<file path="config.mk">
export PLATFORM = sky130hd
export DESIGN_NAME = mac_unit
export DESIGN_NICKNAME = d
export VERILOG_FILES = /design/src/rtl/mac_pkg.sv /design/src/rtl/mac_fmt.sv /design/src/rtl/mac_mult.sv /design/src/rtl/mac_accum.sv /design/src/rtl/mac_unit.sv
export SDC_FILE = /design/constraint.sdc
export NUM_CORES = 2
export LEC_CHECK = 0
export CORE_MARGIN = 2
export CORE_UTILIZATION = 55
export CTS_BUF_LIST = sky130_fd_sc_hd__clkbuf_16
export CTS_CLUSTER_DIAMETER = 100
export CTS_CLUSTER_SIZE = 40
export DETAILED_ROUTE_END_ITERATION = 10
export DONT_BUFFER_PORTS = 1
export GPL_TIMING_DRIVEN = 0
export HOLD_SLACK_MARGIN = 0.05
export PLACE_DENSITY = 0.74
export SYNTH_ARGS = -nofsm -noshare
export SYNTH_HDL_FRONTEND = slang
export SYNTH_SLANG_ARGS = --single-unit
</file>
<file path="constraint.sdc">
create_clock -name clk -period 9.8 [get_ports clk]
set_input_delay 0.98 -clock clk [delete_from_list [all_inputs] [get_ports clk]]
set_output_delay 0.98 -clock clk [all_outputs]
set_load 0.02 [all_outputs]
</file>
<file path="src/rtl/mac_pkg.sv">
// Shared types for the multiply-accumulate unit.
// Assumes an accumulator width that is twice the narrow operand width.
package mac_pkg;
    localparam int W  = 32;      // accumulator and wide operand width
    localparam int HW = W / 2;   // narrow operand width

    typedef enum logic [2:0] {K_MUL, K_MAC, K_MSU, K_LDACC, K_LDSTAT} kind_e;
    typedef enum logic [1:0] {F_SINT = 2'd0, F_UINT = 2'd1, F_FRAC = 2'd2, F_RSV = 2'd3} fmt_e;

    // entry held after operand formatting
    typedef struct packed {
        logic          valid;
        kind_e         kind;
        fmt_e          fmt;
        logic          wide;
        logic [W:0]    a;
        logic [W:0]    b;
        logic          neg1sq;
    } s1_t;

    // entry held after the multiply
    typedef struct packed {
        logic          valid;
        kind_e         kind;
        fmt_e          fmt;
        logic [W-1:0]  val;
    } s2_t;
endpackage

</file>
<file path="src/rtl/mac_fmt.sv">
// Stage 1: widens the operands to W+1 bits, sign- or zero-extending by format
// and width, and flags the fractional -1 x -1 case.
// Assumes loads arrive with wide=1 so that the data passes through unchanged.
module mac_fmt
    import mac_pkg::*;
(
    input  logic          clk,
    input  logic          rst_n,
    input  logic          take,
    input  kind_e         kind,
    input  fmt_e          fmt,
    input  logic          wide,
    input  logic [W-1:0]  a,
    input  logic [W-1:0]  b,
    output s1_t           s1_q
);
    localparam logic [W-1:0]  MINW = {1'b1, {(W-1){1'b0}}};
    localparam logic [HW-1:0] MINH = {1'b1, {(HW-1){1'b0}}};

    logic sgn;
    logic [W:0] a_x, b_x;
    logic n1;

    // extend operands to a common signed width
    always_comb begin
        sgn = (fmt != F_UINT);
        a_x = wide ? {sgn & a[W-1], a} : {{(W-HW+1){sgn & a[HW-1]}}, a[HW-1:0]};
        b_x = wide ? {sgn & b[W-1], b} : {{(W-HW+1){sgn & b[HW-1]}}, b[HW-1:0]};
        n1  = (fmt == F_FRAC) &&
              (wide ? (a == MINW && b == MINW) : (a[HW-1:0] == MINH && b[HW-1:0] == MINH));
    end

    // stage register
    always_ff @(posedge clk) begin
        if (!rst_n) s1_q <= '0;
        else begin
            s1_q.valid  <= take;
            s1_q.kind   <= kind;
            s1_q.fmt    <= fmt;
            s1_q.wide   <= wide;
            s1_q.a      <= a_x;
            s1_q.b      <= b_x;
            s1_q.neg1sq <= n1;
        end
    end
endmodule

</file>
<file path="src/rtl/mac_mult.sv">
// Stage 2: multiplies the extended operands and picks the 32-bit product
// slice for integer or fractional format. Loads pass their data through.
module mac_mult
    import mac_pkg::*;
(
    input  logic clk,
    input  logic rst_n,
    input  s1_t  s1,
    output s2_t  s2_q
);
    localparam logic [W-1:0] MAXPOS = {1'b0, {(W-1){1'b1}}};

    logic signed [2*W+1:0] prod;
    logic [W-1:0] slice;
    logic unused_prod;

    // full product and slice selection
    always_comb begin
        prod = $signed(s1.a) * $signed(s1.b);
        if (s1.kind == K_LDACC || s1.kind == K_LDSTAT) slice = s1.a[W-1:0];
        else if (s1.fmt == F_FRAC) begin
            if (s1.neg1sq)   slice = MAXPOS;
            else if (s1.wide) slice = prod[2*W-2:W-1];
            else              slice = {prod[2*HW-2:0], 1'b0};
        end else slice = prod[W-1:0];
    end
    assign unused_prod = ^{prod[2*W+1:2*W-1], s1.wide};

    // stage register
    always_ff @(posedge clk) begin
        if (!rst_n) s2_q <= '0;
        else begin
            s2_q.valid <= s1.valid;
            s2_q.kind  <= s1.kind;
            s2_q.fmt   <= s1.fmt;
            s2_q.val   <= slice;
        end
    end

    assert_frac_neg1_R6: assert property (@(posedge clk) disable iff (!rst_n)
        (s1.valid && s1.neg1sq && s1.kind != K_LDACC && s1.kind != K_LDSTAT) |=> (s2_q.val == MAXPOS));
endmodule

</file>
<file path="src/rtl/mac_accum.sv">
// Stage 3: owns the accumulator and the status bits. It writes, adds or
// subtracts the product, flags signed overflow, and saturates when asked.
module mac_accum
    import mac_pkg::*;
(
    input  logic          clk,
    input  logic          rst_n,
    input  s2_t           s2,
    output logic [W-1:0]  acc_q,
    output logic          ovf_q,
    output logic          sat_q
);
    localparam logic [W-1:0] MAXPOS = {1'b0, {(W-1){1'b1}}};
    localparam logic [W-1:0] MINNEG = {1'b1, {(W-1){1'b0}}};

    logic [W:0] sum;
    logic ov, sgn;

    // W+1-bit sum or difference with overflow detection
    always_comb begin
        if (s2.kind == K_MSU) sum = {acc_q[W-1], acc_q} - {s2.val[W-1], s2.val};
        else                  sum = {acc_q[W-1], acc_q} + {s2.val[W-1], s2.val};
        ov  = sum[W] ^ sum[W-1];
        sgn = (s2.fmt != F_UINT);
    end

    // accumulator and status update
    always_ff @(posedge clk) begin
        if (!rst_n) begin
            acc_q <= '0;
            ovf_q <= 1'b0;
            sat_q <= 1'b0;
        end else if (s2.valid) begin
            case (s2.kind)
                K_MAC, K_MSU: begin
                    if (sgn && ov) ovf_q <= 1'b1;
                    if (sgn && ov && sat_q) acc_q <= sum[W] ? MINNEG : MAXPOS;
                    else                    acc_q <= sum[W-1:0];
                end
                K_LDSTAT: begin
                    ovf_q <= s2.val[0];
                    sat_q <= s2.val[1];
                end
                default: acc_q <= s2.val;
            endcase
        end
    end

    assert_ovf_sticky_R9: assert property (@(posedge clk) disable iff (!rst_n)
        (ovf_q && !(s2.valid && s2.kind == K_LDSTAT)) |=> ovf_q);
    assert_uint_no_flag_R7: assert property (@(posedge clk) disable iff (!rst_n)
        (s2.valid && s2.fmt == F_UINT && s2.kind != K_LDSTAT && !ovf_q) |=> !ovf_q);
    assert_mul_loads_R1: assert property (@(posedge clk) disable iff (!rst_n)
        (s2.valid && s2.kind == K_MUL) |=> (acc_q == $past(s2.val)));
endmodule

</file>
<file path="src/rtl/mac_unit.sv">
// Top of the multiply-accumulate unit. It merges register writes into the
// operation stream, holds issue off during writes and reads, and releases a
// read only once the first two stages are empty.
module mac_unit
    import mac_pkg::*;
(
    input  logic          clk,
    input  logic          rst_n,
    input  logic          iss_valid,
    output logic          iss_ready,
    input  logic [1:0]    iss_op,
    input  logic [1:0]    iss_fmt,
    input  logic          iss_wide,
    input  logic [31:0]   iss_a,
    input  logic [31:0]   iss_b,
    input  logic          wr_en,
    input  logic          wr_sel,
    input  logic [31:0]   wr_data,
    input  logic          rd_req,
    output logic          rd_valid,
    output logic [31:0]   rd_data,
    output logic          ovf_flag,
    output logic          sat_mode
);
    logic take, wide_m;
    kind_e kind_m;
    logic [W-1:0] a_m;
    s1_t s1;
    s2_t s2;

    // a write takes the issue slot; otherwise a handshaked operation enters
    always_comb begin
        iss_ready = !wr_en && !rd_req;
        take      = wr_en || (iss_valid && iss_ready);
        wide_m    = wr_en ? 1'b1 : iss_wide;
        a_m       = wr_en ? wr_data : iss_a;
        if (wr_en) kind_m = wr_sel ? K_LDSTAT : K_LDACC;
        else case (iss_op)
            2'b01:   kind_m = K_MAC;
            2'b10:   kind_m = K_MSU;
            default: kind_m = K_MUL;
        endcase
    end

    mac_fmt u_fmt (
        .clk(clk), .rst_n(rst_n), .take(take), .kind(kind_m),
        .fmt(fmt_e'(iss_fmt)), .wide(wide_m), .a(a_m), .b(iss_b), .s1_q(s1)
    );

    mac_mult u_mult (.clk(clk), .rst_n(rst_n), .s1(s1), .s2_q(s2));

    mac_accum u_acc (
        .clk(clk), .rst_n(rst_n), .s2(s2),
        .acc_q(rd_data), .ovf_q(ovf_flag), .sat_q(sat_mode)
    );

    // read completes once nothing is left in the first two stages
    assign rd_valid = rd_req && !s1.valid && !s2.valid;

    assert_issue_enters_R12: assert property (@(posedge clk) disable iff (!rst_n)
        (iss_valid && iss_ready) |=> s1.valid);
    assert_read_retired_R10: assert property (@(posedge clk) disable iff (!rst_n)
        (s1.valid && rd_req) |=> !rd_valid);
endmodule

</file>
[Word-level counts from Yosys, hierarchy flattened]
Index checks and enable logic that the tools add are counted.
Storage, ports and cells
  logic and storage cells: 77
  input port bits: 107
  flip-flop bits (word level): 146
  output and inout bits: 36
Operators by class
  bitwise logic cells: 6
  add/subtract/negate cells: 2
  mux-type cells: 18
  reduce and logical (&&, ||, !) cells: 20
  equality and inequality tests: 16
  multiply operators: 1
Operators with widths (number)
  $mux W32: 7
  $mux W33: 3
  $eq A32 B32 Y1 const B: 2
  $pmux W32 S2: 1
  $mul A33 B33 Y63: 1
  $add A32 B32 Y33: 1
  $sub A32 B32 Y33: 1
  $eq A16 B16 Y1 const B: 2
  $logic_and A1 B1 Y1: 9
  $eq A2 B2 Y1 const B: 3
  $eq A3 B2 Y1 const B: 2
  $eq A3 B3 Y1 const B: 2
  $mux W3: 2
  $ne A2 B1 Y1 const B: 3
  $and A1 B1 Y1: 4
  $logic_not A1 Y1: 4
  $pmux W2 S2: 1
  $reduce_and A2 Y1: 2
  $eq A3 B1 Y1 const B: 1
  $mux W1: 3
  $reduce_and A3 Y1: 1
  $eq A2 B1 Y1 const B: 1
  $logic_or A1 B1 Y1: 2
  $pmux W1 S2: 1
  other kinds (4): 4

[Logic depth before layout (Yosys ltp)]
  word-level depth: 7
  mapped depth: 30
  depth with buffers taken out: 28

[Modules after synthesis]
From an unflattened synthesis, not the netlist that was laid out.
Unflattened totals
  cell total of the unflattened synthesis: 5147
  area total of the unflattened synthesis: 46522.1 um2
Modules (own cells, without submodules)
  mac_mult: times used 1, area each 39659.3 um2, cells each 4330, seq. area each 760.7 um2
  mac_accum: times used 1, area each 4151.5 um2, cells each 583, seq. area each 680.7 um2
  mac_fmt: times used 1, area each 2242.2 um2, cells each 187, seq. area each 1481.4 um2
  mac_unit: times used 1, area each 469.2 um2, cells each 47, seq. area each 0.0 um2

[Worst setup path after synthesis]
Ideal clock, no wire load.
  kind: register to register
  from: reg u_fmt.s1_q[1] (netlist bit)
  to: reg u_mult.s2_q[30] (netlist bit)
  required time: 9.726 ns
  period minus slack after synthesis: 7.703 ns
  arrival time: 7.628 ns
  library setup time: 0.074 ns
  path slack: 2.097 ns
  stages on the path, launching flop included: 28
  path buffers: 2
  cells stage by stage: dfxtp_1 -> clkbuf_1 -> nand2_1 -> inv_1 -> fa_1 -> fa_1 -> fa_1 -> fa_1 -> inv_1 -> fa_1 -> inv_1 -> fa_1 -> fa_1 -> inv_1 -> fa_1 -> inv_1 -> ha_1 -> clkbuf_1 -> a21o_1 -> a21oi_1 -> o221ai_1 -> a221o_1 -> a31oi_1 -> o311ai_0 -> a41oi_1 -> xnor2_1 -> nor2_1 -> o21ai_0
Between the ends
  longest elaborated chain between the ends: 5
Ends and longest elaborated chain
  start, declared: line mac_fmt.sv:15  | output s1_t s1_q
  $mul A33 B33 Y63 (*): line mac_mult.sv:19  | prod = $signed(s1.a) * $signed(s1.b);
  $mux W32: line mac_mult.sv:23  | else if (s1.wide) slice = prod[2*W-2:W-1];
  $mux W32: line mac_mult.sv:22  | if (s1.neg1sq) slice = MAXPOS;
  $mux W32 (*): line mac_mult.sv:21  | else if (s1.fmt == F_FRAC) begin
  $mux W32 (*): line mac_mult.sv:20  | if (s1.kind == K_LDACC || s1.kind == K_LDSTAT) slice = s1.a[W-1:0];
  end, declared: line mac_mult.sv:9  | output s2_t s2_q
Mark *: on every way between the ends. The rest lies on a longest branch, timed or not.
A chain may end at the register's enable or synchronous reset.

[Worst setup path after layout]
  from: reg u_fmt.s1_q[40] (netlist bit)
  to: reg u_mult.s2_q[27] (netlist bit)
The elaborated chain is that of the path after synthesis.

==> reports/results.tsv <==
metric	value	unit
status	complete, no violations	
share of the synthesized area in the top cell type	48.4	%
final cycle utilization of the critical path	99.2	%
Tot Pwr	15.1	mW
FMAX	103	MHz
RR Endpoint	u_mult.s2_q[27]	
post-synthesis simple-gate area fraction	16.8	%
sequential-to-total area share from yosys stat	6.34	%
routed vias	38400	
Worst EP arrival	9.99	ns
Inst Count DP	6178	
Die ar.	86200	um^2
Slew @ Worst Pin	1.37	ns
first-pass GRT wire length	266000	um
main combinational cell family by area after synthesis	adder cells	
Slew Limit Headroom	8.14	%
Syn Nets	6562	
final std cells w/o fill	6247	
drt total wl	185000	um
final setup fails	0	
Max Cap Viol	0	
setup_tns	0	ns
share of layout cells above drive strength 1	2.71	%
xor/xnor cell area share of the yosys netlist	2.51	%
fillcell total	7487	
Min-Delay Path Depth	1	
htree depth	4	
row count	106	
RSZ-0062 raised after global routing	true	
post-synth top area cell	fa_1	
wire per inst	29.7	um
vias per cell	6.15	
r2r worst-path depth	23	
Req. time, crit path	10.07	ns
VDD IR max	0.541	mV
clock latency on the worst-skew pair	0.46	ns
Setup WS pre-CTS	-0.729	ns
CTS tree	yes	
Tot GR Track Use	44.0	%
mux contribution to synthesized area	0.846	%
Leak	24.0	nW
Slew Limit Fails	0	
CTS root buf	clkbuf_16	
DR iter-0 viols	4337	
vias in the first global route	39100	
Synth Flop Type	dfxtp_1	
Final nets	6580	
post-DP HPWL	152000	um
adder-cell share of the synthesized area	54.9	%
area of the mapped netlist	46100	um^2
worst setup margin	0.0828	ns
reg2reg start	u_fmt.s1_q[40]	
CTS Buf Count	17	
global route total overflow	0	
synthesis-to-layout area growth	4.75	%
Synth Warn #	0	
die height	294	um
synth top area cells	fa_1 48%, inv_1 8.8%, and2_1 7.6%	
CP startpoint kind	flop	
Yosys cell types	77	
Std-Cell Core Area	83300	um^2
clock skew	0.00971	ns
drt drc	0	
FF+latch count, synth	146	
Starting Density	55.4	%
hold path start	u_fmt.s1_q[73]	
reg2reg setup slack	0.08	ns
Setup crit end kind	flop	
Crit. Startpoint	u_fmt.s1_q[40]	
minimum hold slack	0.464	ns
Bufs on Longest Clock Path	2	
overall die width	294	um
Mean Syn Cell Area	9.05	um^2
Synth Area in Compound Gates	7.49	%
largest net degree at the start of global routing	24	
worst min path class	reg -> reg	
Sink Count	146	
final design utilization	58.0	%
power density cells	313	nW/um^2
EDFF count, synth	0	
Worst Hold End	u_mult.s2_q[37]	
CP Class	reg -> reg	
Mapped Cells	5098	
Final Hold Vio Count	0	
Top Ports	143	
Worst-path clk slew	0.07	ns
post-layout min period	9.72	ns
# port buffers	0	
Synth async-reset ratio	0	%
placed cell area	47500	um^2
Max FO, Critical Path	10	
final instance area	48300	um^2
hold buffers post-CTS	0	
DR pass1 iterations	6	
initial antenna violation count	37	
gp weighted congestion	1.06	
remaining antenna violation count after routing	0	
## critical path: stages (launching register included)
cell	delay, ns
dfxtp_1	1.04
clkbuf_1	0.66
and2_1	0.26
fa_1	0.41
fa_1	0.41
fa_1	0.50
inv_1	0.06
fa_1	0.46
fa_1	0.50
fa_1	0.55
inv_1	0.05
fa_1	0.52
fa_1	0.50
ha_1	0.39
a211oi_1	0.27
nor2_1	0.11
o41ai_1	0.63
o2111ai_1	0.51
a31oi_4	0.45
o311ai_0	0.20
o211ai_1	0.23
o21ai_0	0.16
xnor2_1	0.42
a311oi_1	0.22
## cell usage in the layout (no fill, tap or decap), types with 23 or more instances in the layout
cell / synthesis / routed
a21o_1: 64 / 64
a21oi_1: 132 / 132
a22oi_1: 23 / 23
and2_1: 562 / 562
clkbuf_1: 261 / 195
clkbuf_2: 0 / 61
dfxtp_1: 146 / 137
diode_2: 0 / 38
fa_1: 1114 / 1112
ha_1: 243 / 243
inv_1: 1086 / 1085
mux2i_1: 39 / 39
nand2_1: 645 / 645
nand2b_1: 25 / 25
nand3_1: 25 / 25
nand4_1: 24 / 24
nor2_1: 91 / 91
nor2b_1: 54 / 54
o21ai_0: 142 / 142
xnor2_1: 93 / 93
xor2_1: 39 / 39
## cell families (layout without fill, tap and decap cells)
logic type	Yosys count	in the layout
AO/OA/AOI/OAI	541	541
XOR/XNOR	132	132
adder cells (fa/ha/maj)	1357	1357
buffers and inverters	1359	1390
flip-flops	146	146
multiplexers	39	39
other	0	38
AND/OR/NAND/NOR	1524	1524
## worst max path at each step
stage,endpoint,slack [ns],cells after the start
3_5_place_dp,u_mult.s2_q[27],-0.73,25
3_3_place_gp,u_mult.s2_q[27],-0.77,25
4_1_cts,u_mult.s2_q[27],0.009,26
6_report,u_mult.s2_q[27],0.08,23
5_1_grt,u_mult.s2_q[27],-0.08,24
2_1_floorplan,u_mult.s2_q[30],2.10,27
## synth_stat cells, types with 54 or more instances
master and count:
fa_1 1114, inv_1 1086, nand2_1 645, and2_1 562, clkbuf_1 261, ha_1 243
dfxtp_1 146, o21ai_0 142, a21oi_1 132, xnor2_1 93, nor2_1 91, a21o_1 64
nor2b_1 54
## layer usage
metal / global-route usage [%] / routed length (um) / vias to the layer above
met5: 0 / 71 / -
met2: 62.3 / 76300 / 2836
met1: 58.2 / 67800 / 19400
met4: 31.4 / 16600 / 10
met3: 12.4 / 24500 / 770
li1: - / - / 15400
## state kept, by name, indices dropped and copies added (netlist names)
signal	flops
u_acc.acc_q	32
u_acc.ovf_q	1
u_acc.sat_q	1
u_fmt.s1_q	74
u_mult.s2_q	38
## area by class of cell
| cell class | count | area [um^2] | share of cell area [%] |
|---|---|---|---|
| Sequential cell | 146 | 2930 | 6.07 |
| Clock buffer | 17 | 425 | 0.881 |
| Clock inverter | 15 | 184 | 0.381 |
| Multi-Input combinational cell | 3593 | 38100 | 78.9 |
| Antenna cell | 38 | 95.1 | 0.197 |
| Tap cell | 1080 | 1350 | 2.80 |
| Timing Repair Buffer | 1 | 7.51 | 0.0155 |
| Inverter | 1087 | 4090 | 8.46 |
| Buffer | 270 | 1120 | 2.31 |
## report_power, final
| group | internal (mW) | total, mW | switching [mW] |
|---|---|---|---|
| sequential | 0.682 | 0.886 | 0.204 |
| clock | 0.403 | 0.691 | 0.287 |
| combinational | 4.56 | 13.5 | 8.97 |
| total | 5.64 | 15.1 | 9.46 |
## repair_timing
| action | 4_1_cts | 5_1_grt |
|---|---|---|
| setup endpoints to repair | 20 | 13 |
| cloned | 0 | 0 |
| resized for setup | 60 | 37 |
| buffers inserted | 0 | 1 |
| endpoints found under the hold margin | 0 | 0 |
Power figures use the tool's default switching activity.
